===== src/rtl/ir_pkt_pkg.sv =====
package ir_pkt_pkg;

  typedef enum logic [1:0] {
    ST_HDR  = 2'd0,
    ST_SUB  = 2'd1,
    ST_DATA = 2'd2,
    ST_SAMP = 2'd3
  } parse_st_e;

  localparam int BYTE_W  = 8;
  localparam int CNT_W   = 5;
  localparam int SMP_W   = 7;
  localparam int PLEN_W  = 2;

  localparam logic [BYTE_W-1:0] OP_ESCAPE = 8'h9F;
  localparam logic [BYTE_W-1:0] OP_NULL   = 8'h00;
  localparam logic [BYTE_W-1:0] OP_HWCMD  = 8'hFF;
  localparam logic [2:0]        SMP_TAG   = 3'b100;

endpackage


===== src/rtl/ir_hdr_classify.sv =====
module ir_hdr_classify
  import ir_pkt_pkg::*;
(
  input  logic [BYTE_W-1:0] hdr_byte,
  output logic              is_cmd,
  output logic [CNT_W-1:0]  inline_cnt
);
  always_comb begin
    is_cmd     = (hdr_byte == OP_ESCAPE) || (hdr_byte[7:5] != SMP_TAG);
    inline_cnt = hdr_byte[CNT_W-1:0];
  end
endmodule


===== src/rtl/ir_cmd_len.sv =====
module ir_cmd_len
  import ir_pkt_pkg::*;
(
  input  logic [BYTE_W-1:0] op,
  input  logic [BYTE_W-1:0] sub,
  output logic [PLEN_W-1:0] plen
);
  always_comb begin
    plen = '0;
    unique case (op)
      OP_NULL:   if (sub == 8'hFF) plen = 2'd1;
      OP_HWCMD:  if (sub == 8'h0B) plen = 2'd2;
      OP_ESCAPE: begin
        case (sub)
          8'h06, 8'h0C, 8'h15: plen = 2'd2;
          8'h01, 8'h08, 8'h14: plen = 2'd1;
          default:             plen = 2'd0;
        endcase
      end
      default:   plen = '0;
    endcase
  end
endmodule


===== src/rtl/ir_dur_scale.sv =====
module ir_dur_scale
  import ir_pkt_pkg::*;
#(
  parameter int UNIT_US = 50,
  parameter int DUR_W   = 13
) (
  input  logic [SMP_W-1:0] ticks,
  output logic [DUR_W-1:0] dur_us
);
  localparam logic [DUR_W-1:0] UNIT_V = DUR_W'(UNIT_US);
  always_comb dur_us = DUR_W'(ticks) * UNIT_V;
endmodule


===== src/rtl/ir_pkt_parser.sv =====
module ir_pkt_parser
  import ir_pkt_pkg::*;
#(
  parameter int UNIT_US = 50,
  parameter int DUR_W   = 13
) (
  input  logic              clk,
  input  logic              rst_n,
  input  logic              flush,
  input  logic              in_valid,
  output logic              in_ready,
  input  logic [7:0]        in_byte,
  output logic              smp_valid,
  output logic              smp_pulse,
  output logic [DUR_W-1:0]  smp_dur_us,
  output logic              evt_reset,
  output logic              cmd_done,
  output logic [7:0]        cmd_code,
  output logic [7:0]        cmd_sub
);
  localparam int MAX_DUR = ((1 << SMP_W) - 1) * UNIT_US;

  parse_st_e            st_q;
  logic [CNT_W-1:0]     rem_q;
  logic [BYTE_W-1:0]    op_q, sub_q;
  logic                 take;
  logic                 hdr_is_cmd;
  logic [CNT_W-1:0]     hdr_cnt;
  logic [PLEN_W-1:0]    plen;
  logic [DUR_W-1:0]     dur_now;

  assign in_ready = !flush;
  assign take     = in_valid && in_ready;

  ir_hdr_classify u_cls (
    .hdr_byte   (in_byte),
    .is_cmd     (hdr_is_cmd),
    .inline_cnt (hdr_cnt)
  );

  ir_cmd_len u_len (
    .op   (op_q),
    .sub  (in_byte),
    .plen (plen)
  );

  ir_dur_scale #(.UNIT_US(UNIT_US), .DUR_W(DUR_W)) u_dur (
    .ticks  (in_byte[SMP_W-1:0]),
    .dur_us (dur_now)
  );

  always_ff @(posedge clk or negedge rst_n) begin
    if (!rst_n) begin
      st_q       <= ST_HDR;
      rem_q      <= '0;
      op_q       <= '0;
      sub_q      <= '0;
      smp_valid  <= 1'b0;
      smp_pulse  <= 1'b0;
      smp_dur_us <= '0;
      evt_reset  <= 1'b0;
      cmd_done   <= 1'b0;
      cmd_code   <= '0;
      cmd_sub    <= '0;
    end else begin
      smp_valid <= 1'b0;
      evt_reset <= 1'b0;
      cmd_done  <= 1'b0;
      if (flush) begin
        st_q  <= ST_HDR;
        rem_q <= '0;
      end else if (take) begin
        unique case (st_q)
          ST_HDR: begin
            if (hdr_is_cmd) begin
              op_q <= in_byte;
              st_q <= ST_SUB;
            end else if (hdr_cnt == '0) begin
              evt_reset <= 1'b1;
            end else begin
              rem_q <= hdr_cnt;
              st_q  <= ST_SAMP;
            end
          end
          ST_SUB: begin
            sub_q <= in_byte;
            if (plen == '0) begin
              cmd_done <= 1'b1;
              cmd_code <= op_q;
              cmd_sub  <= in_byte;
              st_q     <= ST_HDR;
            end else begin
              rem_q <= CNT_W'(plen);
              st_q  <= ST_DATA;
            end
          end
          ST_DATA: begin
            rem_q <= rem_q - 1'b1;
            if (rem_q == CNT_W'(1)) begin
              cmd_done <= 1'b1;
              cmd_code <= op_q;
              cmd_sub  <= sub_q;
              st_q     <= ST_HDR;
            end
          end
          ST_SAMP: begin
            rem_q      <= rem_q - 1'b1;
            smp_valid  <= 1'b1;
            smp_pulse  <= in_byte[7];
            smp_dur_us <= dur_now;
            if (rem_q == CNT_W'(1)) st_q <= ST_HDR;
          end
          default: st_q <= ST_HDR;
        endcase
      end
    end
  end

  // strobes never overlap
  a_r12_one_strobe: assert property (@(posedge clk) disable iff (!rst_n)
    $onehot0({smp_valid, evt_reset, cmd_done}));

  // no accepted byte, no strobe next cycle
  a_r11_idle_quiet: assert property (@(posedge clk) disable iff (!rst_n)
    !(in_valid && in_ready) |=> !(smp_valid || evt_reset || cmd_done));

  // flush lands in header with empty count
  a_r10_flush_hdr: assert property (@(posedge clk) disable iff (!rst_n)
    flush |=> (st_q == ST_HDR) && (rem_q == '0));

  // payload and sample states always owe at least one byte
  a_r7_rem_live: assert property (@(posedge clk) disable iff (!rst_n)
    (st_q == ST_DATA || st_q == ST_SAMP) |-> (rem_q != '0));

  // durations are whole units within range
  a_r6_dur_units: assert property (@(posedge clk) disable iff (!rst_n)
    smp_valid |-> ((int'(smp_dur_us) % UNIT_US) == 0) && (int'(smp_dur_us) <= MAX_DUR));

  // reset event only from a header byte
  a_r4_evt_from_hdr: assert property (@(posedge clk) disable iff (!rst_n)
    evt_reset |-> ($past(st_q) == ST_HDR) && $past(in_valid));

  // command completes from sub-command or payload state
  a_r9_done_src: assert property (@(posedge clk) disable iff (!rst_n)
    cmd_done |-> ($past(st_q) == ST_SUB || $past(st_q) == ST_DATA));

  // sample strobe follows an accepted sample byte
  a_r13_smp_latency: assert property (@(posedge clk) disable iff (!rst_n)
    smp_valid |-> ($past(st_q) == ST_SAMP) && $past(in_valid) && !$past(flush));

endmodule


===== config.mk =====
export PLATFORM = sky130hd
export DESIGN_NAME = ir_pkt_parser
export DESIGN_NICKNAME = d
export VERILOG_FILES = /design/src/rtl/ir_pkt_pkg.sv /design/src/rtl/ir_hdr_classify.sv /design/src/rtl/ir_cmd_len.sv /design/src/rtl/ir_dur_scale.sv /design/src/rtl/ir_pkt_parser.sv
export SDC_FILE = /design/constraint.sdc
export NUM_CORES = 1
export LEC_CHECK = 0
export BUFFER_PORTS_ARGS = -buffer_cell sky130_fd_sc_hd__buf_2
export CAP_MARGIN = 0
export CORE_ASPECT_RATIO = 1.5
export CORE_MARGIN = 10
export CORE_UTILIZATION = 58
export DETAILED_ROUTE_END_ITERATION = 7
export GPL_ROUTABILITY_DRIVEN = 0
export GPL_TIMING_DRIVEN = 1
export PLACE_DENSITY = 0.8
export SETUP_SLACK_MARGIN = 0.15
export SYNTH_ARGS = -nofsm -noshare
export SYNTH_HDL_FRONTEND = slang
export SYNTH_SLANG_ARGS = --single-unit

===== constraint.sdc =====
create_clock -name clk -period 2.85 [get_ports clk]
set_clock_uncertainty 0.2 [all_clocks]
set_input_delay 0.1425 -clock clk [delete_from_list [all_inputs] [get_ports clk]]
set_output_delay 0.1425 -clock clk [all_outputs]
set_load 0.02 [all_outputs]

==> flow_metrics.env <==
export IMPL_syn_area_per_cell_um2=10.34
export IMPL_worst_slew_pin_slew_ns=0.7398
export IMPL_setup_violations=0
export IMPL_fin_crit_sh_pct=90.81
export IMPL_cp_arrival_ns=2.58
export IMPL_max_freq_ghz=0.3864
export IMPL_dp_hpwl_mm=6.377
export IMPL_yosys_area_top_type_share_pct=40.59
export IMPL_worstRegToRegCells=9
export IMPL_syn_inst=328
export IMPL_ioPinCount=46
export IMPL_wl_per_cell_um=17.29
export IMPL_drive_above_1_share_pct=28.18
export IMPL_hp_start="in_byte[7]"
export IMPL_yosys_cell_types_count=58
export IMPL_cts_sinks=55
export IMPL_cellInternalPower_uw=1826
export IMPL_rsz0062_at_grt="true"
export IMPL_clkPwrFrac_pct=21.4
export IMPL_required_ns=2.84
export IMPL_whs_path_depth=2
export IMPL_overflow=0
export IMPL_yosysWarnings=0
export IMPL_synth_top_area_cell="dfrtp_1"
export IMPL_utilization_pct=70.59
export IMPL_p_sw_uw=1020
export IMPL_maxCapViolCount=0
export IMPL_r2r_start="rem_q[1]"
export IMPL_cts_tree="yes"
export IMPL_hold_slack_ns=0.02640
export IMPL_status="finished, final reports clean"
export IMPL_fill_cells=446
export IMPL_core_um2=5743
export IMPL_numCtsBuffers=5
export IMPL_clk_pin_slew_ns=0.10
export IMPL_seqPwrFrac_pct=41.3
export IMPL_ys_flop_type="dfrtp_1"
export IMPL_leakage_uw=0.002056
export IMPL_first_global_vias=2978
export IMPL_p_comb_share_pct=37.4
export IMPL_synth_edf_count=0
export IMPL_critPathLaunchType="input port"
export IMPL_die_area_um2=9368
export IMPL_end_kind="flip-flop"
export IMPL_critical_path_class="in2reg"
export IMPL_die_w_um=82.43
export IMPL_r2r_end="cmd_sub[6]"
export IMPL_die_h_um=113.6
export IMPL_drc=0
export IMPL_async_flop_share_pct=100.0
export IMPL_synth_seq_cells=55
export IMPL_syn_to_final_growth_pct=19.56
export IMPL_rows=34
export IMPL_port_buffers=44
export IMPL_ir_worst_vdd_v=0.0004284
export IMPL_p_per_area_nw_per_um2=701.8
export IMPL_netlist_area_um2=3391
export IMPL_min_to="sub_q[7]"
export IMPL_clk_latency_ns=0.31
export IMPL_cts_max_path_buffers=2
export IMPL_hold_viol_final=0
export IMPL_switching_share_pct=35.83
export IMPL_grt_usage_pct=18.51
export IMPL_syn_nets=384
export IMPL_slew_headroom_pct=50.68
export IMPL_wl_mm=8.177
export IMPL_crit_fanout=3
export IMPL_first_iter_violations=188
export IMPL_synthTopCellsByArea="dfrtp_1, ha_1, mux2_2"
export IMPL_grt_max_degree=33
export IMPL_yosysSeqAreaShare_pct=40.59
export IMPL_slew_viol_final=0
export IMPL_firstDrtPassIters=4
export IMPL_period_minus_slack_ns=2.588
export IMPL_antenna_found_initial=0
export IMPL_viasPerCell=5.865
export IMPL_grt_pass1_wl_mm=13.91
export IMPL_via_count=2774
export IMPL_rrSetupSlack_ns=0.27
export IMPL_clockRootBuffer="clkbuf_8"
export IMPL_detail_route_antenna_nets=0
export IMPL_nets=456
export IMPL_cts_setup_buffers=0
export IMPL_diodes=0
export IMPL_htreeDepth=2
export IMPL_hp_class="in2reg"
export IMPL_initial_utilization_pct=59.04
==> layout by cell type (no fill, tap or decap), drive strengths merged, types with 7 or more instances in the layout <==
cell / instances
buf: 74
inv: 17
dfrtp: 55
nor2: 11
o21ai: 35
mux2: 16
ha: 42
a32o: 7
nand2: 40
==> worst max-delay path, cell delays in order <==
cell     delay, ns
buf_2         0.13
inv_1         0.07
ha_1          0.29
ha_1          0.31
fa_1          0.47
ha_1          0.33
buf_4         0.15
a21o_1        0.14
a21o_1        0.18
a21oi_1       0.17
or4_1         0.13
nand3_1       0.07
==> cell type report <==
cell class / count / area (µm²) / share of cell area, %
Clock buffer: 5 / 68.82 / 1.698
Clock inverter: 3 / 67.56 / 1.667
Inverter: 18 / 67.56 / 1.667
Multi-Input combinational cell: 244 / 1914 / 47.22
Sequential cell: 55 / 1376 / 33.95
Tap cell: 72 / 90.09 / 2.222
Timing Repair Buffer: 76 / 469.2 / 11.57
==> power by group through the flow <==
| stage | clock network, µW | registers (µW) | logic (µW) |
|---|---|---|---|
| after CTS | 616 | 1180 | 1080 |
| final | 608 | 1170 | 1060 |
| after global placement | 0 | 1180 | 1030 |
| after global routing | 645 | 1210 | 1170 |
| after detailed placement | 0 | 1190 | 1060 |
| after floorplan | 0 | 1380 | 472 |
==> synth_stat cells (all sizes together) (3+ instances only) <==
cell type   n
a21o        3
a21oi       6
or3         3
nor3        4
inv        17
and2        3
a211oi      3
o21ai      35
or4         3
xor2        3
mux2i       6
mux2       16
and3        4
a211o       3
a32o        7
nand4       5
nand2      40
nand3       3
ha         42
dfrtp      55
nor2       11
clkbuf      9
nor3b       3
a31oi       4
a22o        5
xnor2       4
==> routing by layer <==
| metal | track usage (%) | wire length, µm | up-vias |
|---|---|---|---|
| met5 | 0 | 0 | - |
| met4 | 9.226 | 281 | 0 |
| met3 | 3.622 | 402 | 20 |
| met2 | 32.27 | 4369 | 66 |
| met1 | 20.32 | 3124 | 1353 |
| li1 | - | - | 1335 |
==> registers in the layout, summed over array words and instances, names as in the netlist, 2 cells and up <==
name,count
cmd_code,8
cmd_sub,8
op_q,8
rem_q,5
smp_dur_us,12
st_q,2
sub_q,8
==> metrics by stage <==
step	setup WS, ns	instance area [µm²]	TNS, ns	power (µW)	cells
detailed placement	-0.2713	3874	-0.3648	2254	463
finish	0.2620	4054	0	2845	473
CTS	0.1636	4043	0	2869	473
global placement	-0.1189	3874	-0.1189	2204	463
floorplan	0.1502	3391	0	1848	328
global route	0.1374	4054	0	3027	473
==> worst max-delay path by stage <==
stage,start,endpoint,slack (ns),cells past startpoint
2_1_floorplan,in_byte[2],smp_dur_us[12],0.15,10
3_3_place_gp,in_byte[2],smp_dur_us[12],-0.12,11
3_5_place_dp,in_byte[2],smp_dur_us[12],-0.27,11
4_1_cts,rem_q[1],cmd_sub[6],0.16,9
5_1_grt,rem_q[1],cmd_sub[6],0.14,9
6_report,in_byte[2],smp_dur_us[11],0.26,12
==> cells by family after synthesis <==
| group | synth area share (%) |
|---|---|
| DFF | 40.59 |
| buffers and inverters | 3.542 |
| adders and majority gates | 16.68 |
| AOI/OAI and AO/OA | 16.09 |
| muxes | 7.085 |
| other | 0.1106 |
| and+or+nand+nor | 14.10 |
| xor gates and xnor gates | 1.808 |
==> timing repair <==
action,in CTS,in global routing
setup endpoints to repair,15,15
pin swaps,0,1
hold endpoints to repair,35,0
gates resized for setup,3,4
hold buffers,2,0
No activity file was read; power rests on OpenSTA's default activity.
